<file path="config.mk">
export PLATFORM = sky130hd
export DESIGN_NAME = spi_byte_master
export DESIGN_NICKNAME = d
export VERILOG_FILES = /design/src/rtl/spi_byte_pkg.sv /design/src/rtl/spi_byte_regs.sv /design/src/rtl/spi_byte_engine.sv /design/src/rtl/spi_byte_master.sv
export SDC_FILE = /design/constraint.sdc
export NUM_CORES = 1
export LEC_CHECK = 0
export BUFFER_PORTS_ARGS = -buffer_cell sky130_fd_sc_hd__buf_2
export CELL_PAD_IN_SITES_DETAIL_PLACEMENT = 2
export CELL_PAD_IN_SITES_GLOBAL_PLACEMENT = 2
export CORE_ASPECT_RATIO = 1.5
export CORE_MARGIN = 1.5
export CORE_UTILIZATION = 36
export CTS_BUF_LIST = sky130_fd_sc_hd__clkbuf_8
export DETAILED_ROUTE_END_ITERATION = 16
export PLACE_DENSITY_LB_ADDON = 0.1
export SETUP_SLACK_MARGIN = 0.3
export SKIP_LAST_GASP = 1
export SLEW_MARGIN = 25
export SYNTH_ARGS = -nofsm -noshare
export SYNTH_HDL_FRONTEND = slang
export SYNTH_SLANG_ARGS = --single-unit
</file>
<file path="constraint.sdc">
create_clock -name clk -period 3.1 [get_ports clk]
set_input_delay 0.62 -clock clk [delete_from_list [all_inputs] [get_ports clk]]
set_output_delay 0.62 -clock clk [all_outputs]
set_load 0.05 [all_outputs]
</file>
<file path="src/rtl/spi_byte_pkg.sv">
package spi_byte_pkg;
  localparam int BYTE_W      = 8;
  localparam int DIV_FIELD_W = 5;
  localparam int LEN_FIELD_W = 3;
  localparam int HALF_W      = DIV_FIELD_W + 2;
  localparam int BITS_W      = LEN_FIELD_W + 1;
  localparam int EDGE_W      = BITS_W + 1;

  localparam logic [2:0] ADDR_SEL    = 3'd0;
  localparam logic [2:0] ADDR_DIVLEN = 3'd1;
  localparam logic [2:0] ADDR_MODE   = 3'd2;
  localparam logic [2:0] ADDR_TXD    = 3'd3;
  localparam logic [2:0] ADDR_RXD    = 3'd4;
  localparam logic [2:0] ADDR_STAT   = 3'd5;
  localparam int STAT_IDLE_BIT = 5;

  // mode flags that the engine latches at start (mode byte bits 5:1)
  typedef struct packed {
    logic lsb_first;
    logic half_duplex;
    logic cpol;
    logic cpha;
    logic end_xfer;
  } xfer_mode_t;

  function automatic logic [HALF_W-1:0] half_period(input logic [DIV_FIELD_W-1:0] f);
    return {f, 2'b00} + HALF_W'(1);
  endfunction

  function automatic logic [BITS_W-1:0] xfer_bits(input logic [LEN_FIELD_W-1:0] c);
    return {1'b0, c} + BITS_W'(1);
  endfunction

  function automatic logic [BYTE_W-1:0] tx_preload(input logic [BYTE_W-1:0] d,
                                                   input logic [BITS_W-1:0] n,
                                                   input logic lsb);
    return lsb ? d : (d << (BITS_W'(BYTE_W) - n));
  endfunction

  function automatic logic [BYTE_W-1:0] rx_align(input logic [BYTE_W-1:0] r,
                                                 input logic [BITS_W-1:0] n,
                                                 input logic lsb);
    return lsb ? (r >> (BITS_W'(BYTE_W) - n)) : r;
  endfunction
endpackage

</file>
<file path="src/rtl/spi_byte_regs.sv">
module spi_byte_regs
  import spi_byte_pkg::*;
#(
  parameter int NUM_CS = 5
) (
  input  logic                clk,
  input  logic                rst_n,
  input  logic                reg_wr,
  input  logic [2:0]          reg_addr,
  input  logic [BYTE_W-1:0]   reg_wdata,
  input  logic                busy,
  input  logic [BYTE_W-1:0]   rx_byte,
  output logic [NUM_CS-1:0]   sel_q,
  output logic [BYTE_W-1:0]   divlen_q,
  output logic [5:0]          mode_q,
  output logic                start_req,
  output logic [BYTE_W-1:0]   reg_rdata
);
  localparam int PAD_W = BYTE_W - NUM_CS;

  assign start_req = reg_wr && (reg_addr == ADDR_TXD);

  always_ff @(posedge clk or negedge rst_n) begin
    if (!rst_n) begin
      sel_q    <= '0;
      divlen_q <= '0;
      mode_q   <= '0;
    end else if (reg_wr) begin
      case (reg_addr)
        ADDR_SEL:    sel_q    <= reg_wdata[NUM_CS-1:0];
        ADDR_DIVLEN: divlen_q <= reg_wdata;
        ADDR_MODE:   mode_q   <= reg_wdata[5:0];
        default: ;
      endcase
    end
  end

  always_comb begin
    reg_rdata = '0;
    case (reg_addr)
      ADDR_SEL:    reg_rdata = {{PAD_W{1'b0}}, sel_q};
      ADDR_DIVLEN: reg_rdata = divlen_q;
      ADDR_MODE:   reg_rdata = {2'b00, mode_q};
      ADDR_RXD:    reg_rdata = rx_byte;
      ADDR_STAT:   reg_rdata[STAT_IDLE_BIT] = !busy;
      default:     reg_rdata = '0;
    endcase
  end
endmodule

</file>
<file path="src/rtl/spi_byte_engine.sv">
module spi_byte_engine
  import spi_byte_pkg::*;
#(
  parameter int NUM_CS = 5
) (
  input  logic                clk,
  input  logic                rst_n,
  input  logic                start_req,
  input  logic [BYTE_W-1:0]   tx_byte,
  input  logic [NUM_CS-1:0]   sel,
  input  logic [BYTE_W-1:0]   divlen,
  input  xfer_mode_t          mode_in,
  input  logic                idle_cpol,
  input  logic                miso_i,
  input  logic                mosi_i,
  output logic                busy,
  output logic                sclk,
  output logic                mosi,
  output logic [NUM_CS-1:0]   cs_active,
  output logic [BYTE_W-1:0]   rx_byte
);
  logic                busy_q, ph_q;
  logic [HALF_W-1:0]   half_q, half_lat;
  logic [BITS_W-1:0]   nbits_q;
  logic [EDGE_W-1:0]   edge_q;
  xfer_mode_t          mode_q;
  logic [BYTE_W-1:0]   tx_sr, rx_sr, rx_q;
  logic [NUM_CS-1:0]   cs_q;

  // named internal events
  logic [HALF_W-1:0] start_half;
  logic [BITS_W-1:0] start_bits;
  logic start_fire, tick, in_edges, edge_fire, finish, leading;
  logic sample_fire, shift_fire, in_bit;

  assign start_half  = half_period(divlen[DIV_FIELD_W-1:0]);
  assign start_bits  = xfer_bits(divlen[BYTE_W-1:DIV_FIELD_W]);
  assign start_fire  = start_req && !busy_q;
  assign tick        = busy_q && (half_q == '0);
  assign in_edges    = edge_q < {nbits_q, 1'b0};
  assign edge_fire   = tick && in_edges;
  assign finish      = tick && !in_edges;
  assign leading     = !edge_q[0];
  assign sample_fire = edge_fire && (mode_q.cpha ? !leading : leading);
  assign shift_fire  = edge_fire && (mode_q.cpha ? (leading && edge_q != '0) : !leading);
  assign in_bit      = mode_q.half_duplex ? mosi_i : miso_i;

  always_ff @(posedge clk or negedge rst_n) begin
    if (!rst_n) begin
      busy_q   <= 1'b0;
      ph_q     <= 1'b0;
      half_q   <= '0;
      half_lat <= '0;
      nbits_q  <= '0;
      edge_q   <= '0;
      mode_q   <= '0;
      tx_sr    <= '0;
      rx_sr    <= '0;
      rx_q     <= '0;
      cs_q     <= '0;
    end else if (start_fire) begin
      busy_q   <= 1'b1;
      ph_q     <= 1'b0;
      half_lat <= start_half;
      half_q   <= start_half - HALF_W'(1);
      nbits_q  <= start_bits;
      edge_q   <= '0;
      mode_q   <= mode_in;
      tx_sr    <= tx_preload(tx_byte, start_bits, mode_in.lsb_first);
      rx_sr    <= '0;
      cs_q     <= sel;
    end else if (busy_q) begin
      half_q <= tick ? (half_lat - HALF_W'(1)) : (half_q - HALF_W'(1));
      if (edge_fire) begin
        ph_q   <= !ph_q;
        edge_q <= edge_q + EDGE_W'(1);
      end
      if (sample_fire)
        rx_sr <= mode_q.lsb_first ? {in_bit, rx_sr[BYTE_W-1:1]} : {rx_sr[BYTE_W-2:0], in_bit};
      if (shift_fire)
        tx_sr <= mode_q.lsb_first ? (tx_sr >> 1) : (tx_sr << 1);
      if (finish) begin
        busy_q <= 1'b0;
        rx_q   <= rx_align(rx_sr, nbits_q, mode_q.lsb_first);
        if (mode_q.end_xfer) cs_q <= '0;
      end
    end
  end

  assign busy      = busy_q;
  assign sclk      = ph_q ^ (busy_q ? mode_q.cpol : idle_cpol);
  assign mosi      = mode_q.lsb_first ? tx_sr[0] : tx_sr[BYTE_W-1];
  assign cs_active = cs_q;
  assign rx_byte   = rx_q;

  AST_EDGE_LIMIT: assert property (@(posedge clk) disable iff (!rst_n)
    busy_q |-> edge_q <= {nbits_q, 1'b0}) else $error("edge count past length");
  AST_CS_STABLE: assert property (@(posedge clk) disable iff (!rst_n)
    busy_q && $past(busy_q) |-> $stable(cs_q)) else $error("chip select moved mid transfer");
  AST_SETTINGS_FROZEN: assert property (@(posedge clk) disable iff (!rst_n)
    busy_q && $past(busy_q) |-> $stable(mode_q) && $stable(nbits_q) && $stable(half_lat))
    else $error("transfer settings changed while busy");
  AST_END_RELEASE: assert property (@(posedge clk) disable iff (!rst_n)
    $fell(busy_q) && mode_q.end_xfer |-> cs_q == '0) else $error("end flag kept select");
  AST_PHASE_HOME: assert property (@(posedge clk) disable iff (!rst_n)
    !busy_q |-> !ph_q) else $error("clock phase not home when idle");
endmodule

</file>
<file path="src/rtl/spi_byte_master.sv">
module spi_byte_master
  import spi_byte_pkg::*;
#(
  parameter int NUM_CS = 5
) (
  input  logic              clk,
  input  logic              rst_n,
  input  logic              reg_wr,
  input  logic [2:0]        reg_addr,
  input  logic [7:0]        reg_wdata,
  output logic [7:0]        reg_rdata,
  input  logic              miso_i,
  input  logic              mosi_i,
  output logic              sclk_o,
  output logic              mosi_o,
  output logic [NUM_CS-1:0] cs_n_o,
  output logic              pins_oe_o
);
  logic [NUM_CS-1:0] sel_q, cs_active;
  logic [BYTE_W-1:0] divlen_q, rx_byte;
  logic [5:0]        mode_q;
  logic              start_req, busy;
  xfer_mode_t        mode_cur;

  assign mode_cur = xfer_mode_t'(mode_q[5:1]);

  spi_byte_regs #(.NUM_CS(NUM_CS)) u_regs (
    .clk(clk), .rst_n(rst_n), .reg_wr(reg_wr), .reg_addr(reg_addr),
    .reg_wdata(reg_wdata), .busy(busy), .rx_byte(rx_byte),
    .sel_q(sel_q), .divlen_q(divlen_q), .mode_q(mode_q),
    .start_req(start_req), .reg_rdata(reg_rdata)
  );

  spi_byte_engine #(.NUM_CS(NUM_CS)) u_engine (
    .clk(clk), .rst_n(rst_n), .start_req(start_req), .tx_byte(reg_wdata),
    .sel(sel_q), .divlen(divlen_q), .mode_in(mode_cur), .idle_cpol(mode_cur.cpol),
    .miso_i(miso_i), .mosi_i(mosi_i), .busy(busy), .sclk(sclk_o), .mosi(mosi_o),
    .cs_active(cs_active), .rx_byte(rx_byte)
  );

  assign cs_n_o    = ~cs_active;
  assign pins_oe_o = !mode_q[0];

  AST_IDLE_LEVEL: assert property (@(posedge clk) disable iff (!rst_n)
    !busy |-> sclk_o == mode_q[3]) else $error("idle clock level wrong");
endmodule

</file>
==> Yosys cells after proc, flatten, opt, wreduce, memory -nomap -nowiden <==
Index checks and enable logic that the tools add are counted.
{ "op_classes": {"n_addsub": 8, "reduce_logical": 30, "magnitude_cmp": 1, "shift": 2, "muxes": 34, "bitwise_logic": 3, "eq_ne": 5} }
{ "op_table": {"columns": ["operator", "n"], "rows": [
  ["$mux 8", 10],
  ["$mux 5", 7],
  ["$mux 7", 3],
  ["$sub 7x1->7 const B", 3],
  ["$pmux 5 s4", 1],
  ["$reduce_and 2->1", 6],
  ["$reduce_bool 2->1", 6],
  ["$mux 1", 11],
  ["$logic_and 1x1->1", 8],
  ["$shl 8x4->8", 1],
  ["$shr 8x4->8", 1],
  ["$sub 4x4->4 const A", 2],
  ["$add 7x1->7 const B", 1],
  ["$logic_not 7->1", 1],
  ["$eq 3x2->1 const B", 2],
  ["$eq 3x3->1 const B", 2],
  ["$reduce_and 3->1", 2],
  ["$add 5x1->5 const B", 1],
  ["$logic_not 1->1", 5],
  ["$lt 5x5->1", 1],
  ["$not 5->5", 1],
  ["$reduce_bool 5->1", 1],
  ["$add 3x1->4 const B", 1],
  ["$pmux 1 s4", 1],
  ["5 further kinds", 5]
]} }
{ "word_totals": {"input_bits": 16, "wordCells": 101, "ff_bits": 78} }

==> Depth between registers and ports, before layout <==
Gate-level depths: netlist of run 1.
{ "depth": {"depth_word": 7, "ltp_mapped": 8, "depth_no_buf": 7} }

==> By module <==
From an unflattened synthesis of run 1, not the netlist that was laid out.
{ "unflattened": {"hier_cells": 476, "area_unflattened_um2": 4693.3} }
{ "by_module_without_submodules": {"columns": ["mod", "area_per_inst_um2", "cells_each", "n_inst"], "rows": [
  ["spi_byte_engine", 3654.8, 389, 1],
  ["spi_byte_regs", 1016.0, 81, 1],
  ["spi_byte_master", 22.5, 6, 1]
]} }

==> Least setup slack after synthesis of run 1 <==
No wires, ideal clock.
{ "synth_timing": {"path_type": "in2out", "from": "in reg_addr[0]", "to": "out reg_rdata[5]", "path_slack_ns": 0.072, "required_time_ns": 2.480, "cell_stages": 4, "t_arrival_ns": 2.408, "path_cell_list": "clkbuf_1 > nor2b_1 > a22oi_1 > o21ai_0"} }
{ "synth_via": {"elab_chain_cells": 2, "elab_cells_between_ends": 5} }
{ "synth_lines": {"columns": ["element", "line", "source"], "rows": [
  ["start, declared", "spi_byte_master.sv:9", "input logic [2:0] reg_addr,"],
  ["$eq 3x3->1 (tied with other cells)", "spi_byte_regs.sv:40", "case (reg_addr)"],
  ["$pmux 1 s4 *", "spi_byte_regs.sv:40", null],
  ["end, declared", "spi_byte_master.sv:11", "output logic [7:0] reg_rdata,"]
]} }
Mark *: on every way between the ends. The rest lies on a longest branch, timed or not.

==> Final worst setup path of run 1 <==
{ "layout_timing": {"from": "reg u_engine.nbits_q[1]", "to": "reg u_engine.rx_sr[3]"} }
{ "layout_via": {"elab_chain_cells": 5} }
{ "layout_lines": {"columns": ["element", "line", "source"], "rows": [
  ["start, declared", "spi_byte_engine.sv:24", "logic [BITS_W-1:0] nbits_q;"],
  ["start signal, assigned", "spi_byte_engine.sv:66", "nbits_q <= start_bits;"],
  ["$lt 5x5->1", "spi_byte_engine.sv:40", "assign in_edges = edge_q < {nbits_q, 1'b0};"],
  ["$logic_and 1x1->1", "spi_byte_engine.sv:41", "assign edge_fire = tick && in_edges;"],
  ["$logic_and 1x1->1", "spi_byte_engine.sv:44", "assign sample_fire = edge_fire && (mode_q.cpha ? !leading : leading);"],
  ["$reduce_bool 2->1 (no line)", null, null],
  ["$reduce_and 2->1 (no line)", null, null],
  ["end signal, assigned", "spi_byte_engine.sv:79", "rx_sr <= mode_q.lsb_first ? {in_bit, rx_sr[BYTE_W-1:1]} : {rx_sr[BYTE_W-2:0], in_bit};"],
  ["end, declared", "spi_byte_engine.sv:27", "logic [BYTE_W-1:0] tx_sr, rx_sr, rx_q;"]
]} }
Every way passes these cells.
A chain may end at the register's enable or synchronous reset.

==> results of run 1 <==
layout make-up:
cell class	count	area [sq um]	area share
clock buffers	9	124	0.0234
inverters	19	71.3	0.0135
multi-input cells	371	2570	0.487
well taps	156	195	0.0369
flip-flops and latches	77	1930	0.365
clock inverters	7	98.8	0.0187
repair buffers	49	293	0.0554
path summary, 6_finish.rpt:
path / start / end / slack [ns] / cells past startpoint
max: u_engine.nbits_q[1]$_DFFE_PN0P_ / u_engine.rx_sr[3]$_DFFE_PN0P_ / 0.54 / 6
min: rst_n / u_engine.rx_sr[1]$_DFFE_PN0P_ / 0.23 / 1
max reg2reg: u_engine.nbits_q[1]$_DFFE_PN0P_ / u_engine.rx_sr[3]$_DFFE_PN0P_ / 0.54 / 6
min reg2reg: u_engine.half_lat[6]$_DFFE_PN0P_ / u_engine.half_lat[6]$_DFFE_PN0P_ / 0.48 / 2
max in group asynchronous: rst_n / u_engine.half_lat[5]$_DFFE_PN0P_ / 2.16 / 2
min in group clk: u_engine.half_lat[6]$_DFFE_PN0P_ / u_engine.half_lat[6]$_DFFE_PN0P_ / 0.48 / 2
placed cells by master (no fill, tap or decap), types with 13 or more instances in the layout:
master,instances
dfrtp_1,76
nand2_1,74
nor2_1,36
buf_2,30
a21oi_1,29
mux2_2,29
mux2i_1,22
o21ai_0,20
inv_1,19
buf_4,19
nor2b_1,14
nand2b_1,13
cell families (layout without fill, tap and decap cells):
group                    Yosys count  after routing  share of synthesized area
AND/OR/NAND/NOR                  179            179                      0.189
AO/OA/AOI/OAI                    114            114                      0.165
flip-flops                        77             77                      0.411
multiplexers                      58             58                      0.151
buffers and inverters             47             84                     0.0419
XOR/XNOR                          13             13                     0.0243
adder cells (fa/ha/maj)            7              7                     0.0187
cells in the mapped netlist (3+ instances only):
cell type / count
a21oi_1: 29
a221oi_1: 5
a22oi_1: 4
a31oi_1: 9
and2_1: 8
buf_1: 4
buf_2: 4
clkbuf_1: 17
dfrtp_1: 77
ha_1: 7
inv_1: 19
mux2_2: 29
mux2i_1: 22
mux4_2: 6
nand2_1: 74
nand2b_1: 13
nand3_1: 6
nor2_1: 37
nor2b_1: 14
nor3_1: 4
o2111ai_1: 4
o211ai_1: 5
o21ai_0: 26
o22ai_1: 4
o311a_1: 5
o31ai_1: 5
or2b_1: 3
xnor2_1: 5
xor2_1: 8
routing by layer:
metal,part of all wire,vias to the layer above,track usage
li1,-,1832,-
met1,0.43,2011,0.289
met2,0.52,62,0.396
met3,0.028,22,0.0421
met4,0.021,0,0.0774
met5,0,-,0
through the flow:
step,utilization,cell area (sq um),hold WS [ns],power [mW]
after detailed placement,0.402,5060,0.464,1.66
after global routing,0.420,5280,0.251,2.64
after floorplan,-,4690,0.324,1.48
final,0.420,5280,0.231,2.52
after CTS,0.420,5280,0.246,2.55
after global placement,0.402,5060,0.452,1.64
power by group through the flow:
stage	clock network [mW]	registers [mW]	logic, mW
global route	0.953	1.16	0.527
finish	0.885	1.15	0.481
floorplan	0	1.12	0.355
detailed placement	0	1.17	0.483
CTS	0.911	1.15	0.488
global placement	0	1.17	0.471
registers in the layout (all words and copies together), names as in the netlist, 6 cells and up:
register	cells
u_engine.half_lat	6
u_engine.half_q	7
u_engine.rx_byte	8
u_engine.rx_sr	8
u_engine.tx_sr	8
u_regs.divlen_q	8
u_regs.mode_q	6
what timing repair did:
item | CTS | global route
hold buffers | 0 | 0
resized for setup | 0 | 2
endpoints found under the setup margin | 0 | 3
setup buffers | 0 | 0
endpoints found under the hold margin | 0 | 0
==> impl_metrics.csv, run 1 <==
group,metric,value,unit
timing,fmax,391,MHz
critical_path,cp_top_family,"compound AO/OA/AOI/OAI gates",
yosys,synth-seq-cells,77,
power,power.switching,0.797,mW
timing,hold_viol_final,0,
cells_and_area,drive_gt1_frac,0.207,
power,pwr-share-seq,0.457,
die,die_area,13700,sq um
yosys,synth-async-reset-ratio,1.00,
critical_path,worstSetupStartpointType,"flop",
drt,routedWlPerCell,21.2,um
clocking,clock_latency,0.37,ns
power,p_leak,2.34,nW
critical_path,critPathMaxStageDelay,0.51,ns
timing,rsz0062_at_grt,"false",
critical_path,arrival,2.82,ns
critical_path,crit_chain,"inv_1 -> ha_1 -> a2111oi_4 -> buf_4 -> o2111ai_2 -> o311a_1",
drt,drt-initial-drc-count,192,
critical_path,path_buf_inv,2,
timing,finalMaxSlewViolations,0,
clocking,h-tree-depth,3,
drt,ant_nets,0,
die,rows,50,
clocking,clock-sinks,77,
yosys,ys_warn_count,0,
critical_path,critical_path_class,"reg -> reg",
drt,vias,3927,
power,pwr-share-comb,0.191,
drt,dr.pass1.iters,4,
yosys,seq_area_frac_synth,0.411,
drt,routed_via_density,5.71,
die,die_x,96.2,um
grt,grt_max_degree,42,
worst_hold_path,hold_path_class,"in -> async",
cells_and_area,diodes,0,
timing,fin_crit,2.56,ns
critical_path,cpMaxStageDelayCell,"a2111oi_4",
clocking,cts.clk_slew.worst_paths,0.09,ns
timing,tightest_slew,0.753,ns
cells_and_area,stdcell_count,688,
grt,antenna_found_initial,0,
power,peakVddDrop,0.268,mV
yosys,synth_area_per_cell,9.48,sq um
grt,grt_usage,0.232,
yosys,syn_inst,495,
timing,min_period_over_period,0.826,
yosys,synth_top_cell_area_share,0.411,
die,io_pins,32,
power,powerDensity,476,nW/um^2
grt,gr-total-overflow,0,
outcome,outcome,"complete, no violations",
die,die_y,143,um
cells_and_area,area_delta_synth_final,12.6,%
timing,finalSetupViolCount,0,
critical_path,endpoint_kind,"flop",
timing,slew_headroom,0.494,
yosys,synth.distinct_cells,62,
timing,finClkSkew,0.0153,ns
drt,drc,0,
timing,finalWorstSetupSlack,0.541,ns
place,placedCellCount,672,
yosys,syn_area,4690,sq um
cells_and_area,final_nets,550,
place,post-place-ws,0.432,ns
critical_path,crit_fanout,14,
yosys,synth_largest_area_cell,"dfrtp_1",
clocking,clock-root-buffer,"clkbuf_8",
grt,grt_pass1_vias,4296,
yosys,synthFlopType,"dfrtp_1",
yosys,synthTopCellsByArea,"dfrtp_1, mux2_2, nand2_1",
clocking,cts_tree,"done",
timing,final.setup.tns,0,ns
clocking,cts_buffer_depth,2,
place,gp_congestion,0.842,
place,portBuffers,31,
die,start_util,0.373,
power,internal-power,1.72,mW
grt,grt_pass1_wl,23.7,mm
cells_and_area,final.fill_count,1396,
yosys,syn-num-nets,518,
clocking,cts_buffers,9,
drt,wl,14.6,mm
critical_path,cp.required,3.36,ns
place,hpwl,10.8,mm
flow_run,cap_violations,0,
die,core_area,12600,sq um
power,switching_share,0.317,
power,p_clk_frac,0.352,
yosys,synth-edff-count,0,
(Power assumes the default switching activity.)
==> run 2, diff against run 1 <==
- clock period: 3.1 -> 2.1 ns (I/O delays scaled with it)
==> impl_metrics.csv, run 2 (synthesis gave the netlist of run 1 again) <==
group,metric,value,unit
outcome,outcome,"finished, violations left",
outcome,violations,"setup timing",
clocking,cts_buffers,9,
drt,routed_via_density,6.05,
clocking,h-tree-depth,3,
timing,fmax,464,MHz
drt,drt-initial-drc-count,216,
drt,wl,22.0,mm
worst_hold_path,hold_path_class,"in -> reg",
critical_path,critical_path_class,"reg -> reg",
clocking,clock-root-buffer,"clkbuf_8",
timing,finClkSkew,0.0209,ns
timing,holdWs,0.311,ns
critical_path,endpoint_kind,"flop",
drt,vias,4707,
timing,fin_crit,2.16,ns
timing,min_period_over_period,1.03,
cells_and_area,drive_gt1_frac,0.468,
timing,hold_viol_final,0,
die,die_x,96.2,um
timing,tightest_slew,0.590,ns
cells_and_area,diodes,0,
die,core_area,12600,sq um
grt,gr-total-overflow,0,
die,rows,50,
cells_and_area,final_nets,640,
timing,finalWorstSetupSlack,-0.0554,ns
drt,drc,0,
clocking,cts_tree,"done",
drt,ant_nets,0,
clocking,clock-sinks,77,
critical_path,worstSetupStartpointType,"flop",
critical_path,cp.required,2.34,ns
place,portBuffers,31,
critical_path,crit_fanout,6,
drt,dr.pass1.iters,4,
critical_path,rrSetupSlack,-0.06,ns
place,dpl_cell_area,5490,sq um
place,gp_congestion,0.830,
cells_and_area,area_delta_synth_final,44.2,%
grt,grt_pass1_vias,5035,
die,start_util,0.373,
place,hpwl,11.9,mm
critical_path,arrival,2.39,ns
grt,grt_max_degree,29,
cells_and_area,layout.cells.most_common_list,"buf_4, dfrtp_1, nand2_1",
power,powerDensity,634,nW/um^2
timing,finalSetupViolCount,7,
die,io_pins,32,
clocking,clock_latency,0.39,ns
flow_run,cap_violations,0,
power,peakVddDrop,0.460,mV
power,p_leak,2.98,nW
drt,routedWlPerCell,28.3,um
grt,antenna_found_initial,0,
timing,rsz0062_at_grt,"true",
timing,finalMaxSlewViolations,0,
grt,grt_usage,0.278,
clocking,cts_buffer_depth,2,
die,die_area,13700,sq um
grt,grt_pass1_wl,28.3,mm
clocking,cts.clk_slew.worst_paths,0.11,ns
die,die_y,143,um
cells_and_area,stdcell_area,6770,sq um
timing,final.setup.tns,-0.158,ns
timing,slew_headroom,0.605,
cells_and_area,final_common_cell,"buf_4",
-- run 2: final timing paths --
path	cells past startpoint	startpoint	endpoint
min reg2reg	2	u_engine.mode_q[3]$_DFFE_PN0P_	u_engine.mode_q[3]$_DFFE_PN0P_
max	6	u_regs.divlen_q[6]$_DFFE_PN0P_	u_engine.tx_sr[5]$_DFFE_PN0P_
min in group asynchronous	2	rst_n	u_engine.nbits_q[1]$_DFFE_PN0P_
max in group asynchronous	3	rst_n	u_engine.rx_sr[1]$_DFFE_PN0P_
min	3	reg_wdata[7]	u_regs.divlen_q[7]$_DFFE_PN0P_
max reg2reg	6	u_regs.divlen_q[6]$_DFFE_PN0P_	u_engine.tx_sr[5]$_DFFE_PN0P_
-- run 2: final cells by class --
| cell class | instances | area [sq um] |
|---|---|---|
| clock buffers | 9 | 124 |
| well taps | 156 | 195 |
| flip-flops and latches | 77 | 1940 |
| inverters | 19 | 71.3 |
| clock inverters | 7 | 81.3 |
| fillers | 1236 | 5810 |
| repair buffers | 139 | 1170 |
| multi-input cells | 371 | 3190 |
-- run 2: repair_timing --
item | in CTS | in global routing
hold buffers | 1 | 0
pin swaps | 20 | 28
gates cloned | 1 | 0
setup endpoints to repair | 47 | 50
resized for setup | 98 | 59
buffers inserted | 38 | 15
hold endpoints to repair | 22 | 0
-- run 2: critical path, stage by stage, from the launching register on --
cell and delay [ns]:
dfrtp_1 0.44, ha_4 0.33, buf_6 0.11, mux4_2 0.49
or2_2 0.30, o211ai_1 0.15, a311oi_2 0.18
-- run 2: stage by stage --
stage	setup WS, ns	cells	total power [mW]	util
6_report	-0.0554	778	4.29	0.538
5_1_grt	-0.118	778	4.42	0.538
4_1_cts	0.0365	763	4.06	0.507
3_5_place_dp	-0.0816	707	2.57	0.437
3_3_place_gp	-0.0380	707	2.52	0.437
2_1_floorplan	0.0723	495	2.24	-
-- run 2: where the power goes --
| part | internal (mW) | switching (mW) |
|---|---|---|
| Clock | 0.567 | 0.725 |
| Sequential | 1.57 | 0.132 |
| Combinational | 0.601 | 0.694 |
| Total | 2.74 | 1.55 |
-- run 2: metal layers --
layer,up-vias,share of wire,global-route usage
met5,-,0,0
met4,0,0.056,0.0743
met3,79,0.029,0.0298
met2,147,0.53,0.529
met1,2472,0.38,0.319
li1,2009,-,-
==> run 3, diff against run 2 <==
- CORE_MARGIN: 1.5 -> 4
==> impl_metrics.csv, run 3 (synthesis gave the netlist of run 1 again) <==
group,metric,value,unit
drt,routed_via_density,5.77,
timing,hold_viol_final,0,
cells_and_area,final.fill_count,1286,
clocking,cts_tree,"done",
worst_hold_path,hold_path_class,"in -> reg",
clocking,h-tree-depth,3,
cells_and_area,final_common_cell,"buf_4",
timing,final.setup.tns,0,ns
die,rows,50,
drt,drc,0,
critical_path,critPathMostFrequentCell,"buf_4",
grt,antenna_found_initial,0,
place,gp_congestion,0.844,
die,die_x,101,um
grt,grt_pass1_wl,28.5,mm
die,die_area,15000,sq um
power,p_leak,2.91,nW
flow_run,cap_violations,0,
timing,finalMaxSlewViolations,0,
clocking,cts_buffer_depth,2,
drt,ant_nets,0,
cells_and_area,layout.cells.most_common_list,"buf_4, nand2_1, dfrtp_1",
clocking,clock-root-buffer,"clkbuf_8",
timing,finClkSkew,0.0165,ns
drt,vias,4441,
drt,routedWlPerCell,26.2,um
grt,grt_pass1_vias,5057,
timing,tightest_slew,0.540,ns
power,peakVddDrop,0.427,mV
clocking,cts.clk_slew.worst_paths,0.10,ns
place,portBuffers,31,
drt,wl,20.2,mm
die,die_y,148,um
critical_path,critPathMaxStageDelay,0.41,ns
drt,drt-initial-drc-count,178,
timing,fmax,481,MHz
critical_path,cpMaxStageDelayCell,"dfrtp_1",
timing,finalSetupViolCount,0,
cells_and_area,diodes,0,
cells_and_area,fin_util,0.527,
timing,slew_headroom,0.638,
die,core_area,12600,sq um
timing,fin_crit,2.08,ns
clocking,clock_latency,0.38,ns
grt,grt_use_met3,0.0354,
critical_path,arrival,2.38,ns
die,start_util,0.371,
critical_path,worstSetupStartpointType,"flop",
timing,rsz0062_at_grt,"true",
grt,met2_usage,0.434,
grt,busiest_layer,"met2",
clocking,cts_buffers,9,
critical_path,crit_fanout,8,
place,post-place-ws,-0.0835,ns
grt,grtUsageMet1,0.293,
place,hpwl,12.0,mm
outcome,outcome,"complete, no violations",
grt,gr-total-overflow,0,
critical_path,critical_path_class,"reg -> reg",
cells_and_area,area_delta_synth_final,41.8,%
clocking,clock-sinks,77,
timing,finalWorstSetupSlack,0.0201,ns
cells_and_area,drive_gt1_frac,0.446,
grt,grt_usage,0.247,
critical_path,endpoint_kind,"flop",
grt,grt_max_degree,38,
critical_path,cp.required,2.40,ns
die,io_pins,32,
cells_and_area,final_nets,632,
critical_path,crit_chain,"inv_2 -> ha_4 -> a2111oi_4 -> buf_4 -> buf_4 -> nor3b_4 -> buf_6 -> buf_16 -> a21oi_2",
drt,dr.pass1.iters,4,
timing,min_period_over_period,0.990,
power,powerDensity,622,nW/um^2
==> run 3: cell count changes in the layout (fill, tap and decap cells not counted), sizes merged <==
cell,change
buf,-10
clkbuf,+2
==> run 3: worst paths after layout <==
path,start,endpoint,slack [ns],depth (start not counted)
max reg2reg,u_engine.nbits_q[1]$_DFFE_PN0P_,u_engine.rx_byte[6]$_DFFE_PN0P_,0.02,9
max,u_engine.nbits_q[1]$_DFFE_PN0P_,u_engine.rx_byte[6]$_DFFE_PN0P_,0.02,9
min in group asynchronous,rst_n,u_engine.rx_sr[0]$_DFFE_PN0P_,0.47,2
max in group asynchronous,rst_n,u_engine.busy$_DFF_PN0_,0.99,3
min reg2reg,u_engine.mode_q[3]$_DFFE_PN0P_,u_engine.mode_q[3]$_DFFE_PN0P_,0.53,2
min,reg_wdata[7],u_regs.divlen_q[7]$_DFFE_PN0P_,0.31,3
==> run 3: routing by layer <==
metal | part of all wire | up-vias
li1 | - | 1998
met1 | 0.39 | 2304
met2 | 0.55 | 99
met3 | 0.025 | 40
met4 | 0.033 | 0
met5 | 0 | -
==> run 3: through the flow <==
| step | instances | hold WS [ns] | power (mW) | cell area [sq um] |
|---|---|---|---|---|
| detailed placement | 704 | 0.336 | 2.55 | 5480 |
| global placement | 704 | 0.331 | 2.51 | 5480 |
| CTS | 750 | 0.293 | 3.97 | 6280 |
| floorplan | 495 | 0.124 | 2.24 | 4860 |
| global route | 770 | 0.334 | 4.33 | 6660 |
| finish | 770 | 0.315 | 4.14 | 6660 |
==> run 3: repair_timing <==
action / 4_1_cts / 5_1_grt
resized for setup: 82 / 50
buffers inserted: 28 / 20
setup endpoints to repair: 48 / 48
pin swaps: 25 / 16
cloned: 1 / 0
endpoints found under the hold margin: 19 / 0
hold buffers: 1 / 0
==> run 3: layout make-up <==
cell class	count	area, sq um	share of cell area
multi-input combinational	371	3130	0.471
sequential	77	1930	0.291
timing repair buffer	131	1120	0.168
tap	156	195	0.0293
clock buffer	9	124	0.0186
clock inverter	7	81.3	0.0122
inverter	19	71.3	0.0107
==> run 3: report_power, final <==
part	switching (mW)	total (mW)	internal (mW)
clock network	0.678	1.24	0.566
logic	0.644	1.21	0.563
registers	0.117	1.69	1.57
total	1.44	4.14	2.70
==> run 3: worst max-delay path, delay by kind of cell (launching register included) <==
kind,cells,cell delay [ns]
compound gates,2,0.59
fa+ha+maj,1,0.22
flops,1,0.41
buf+inv,5,0.73
simple gates,1,0.06
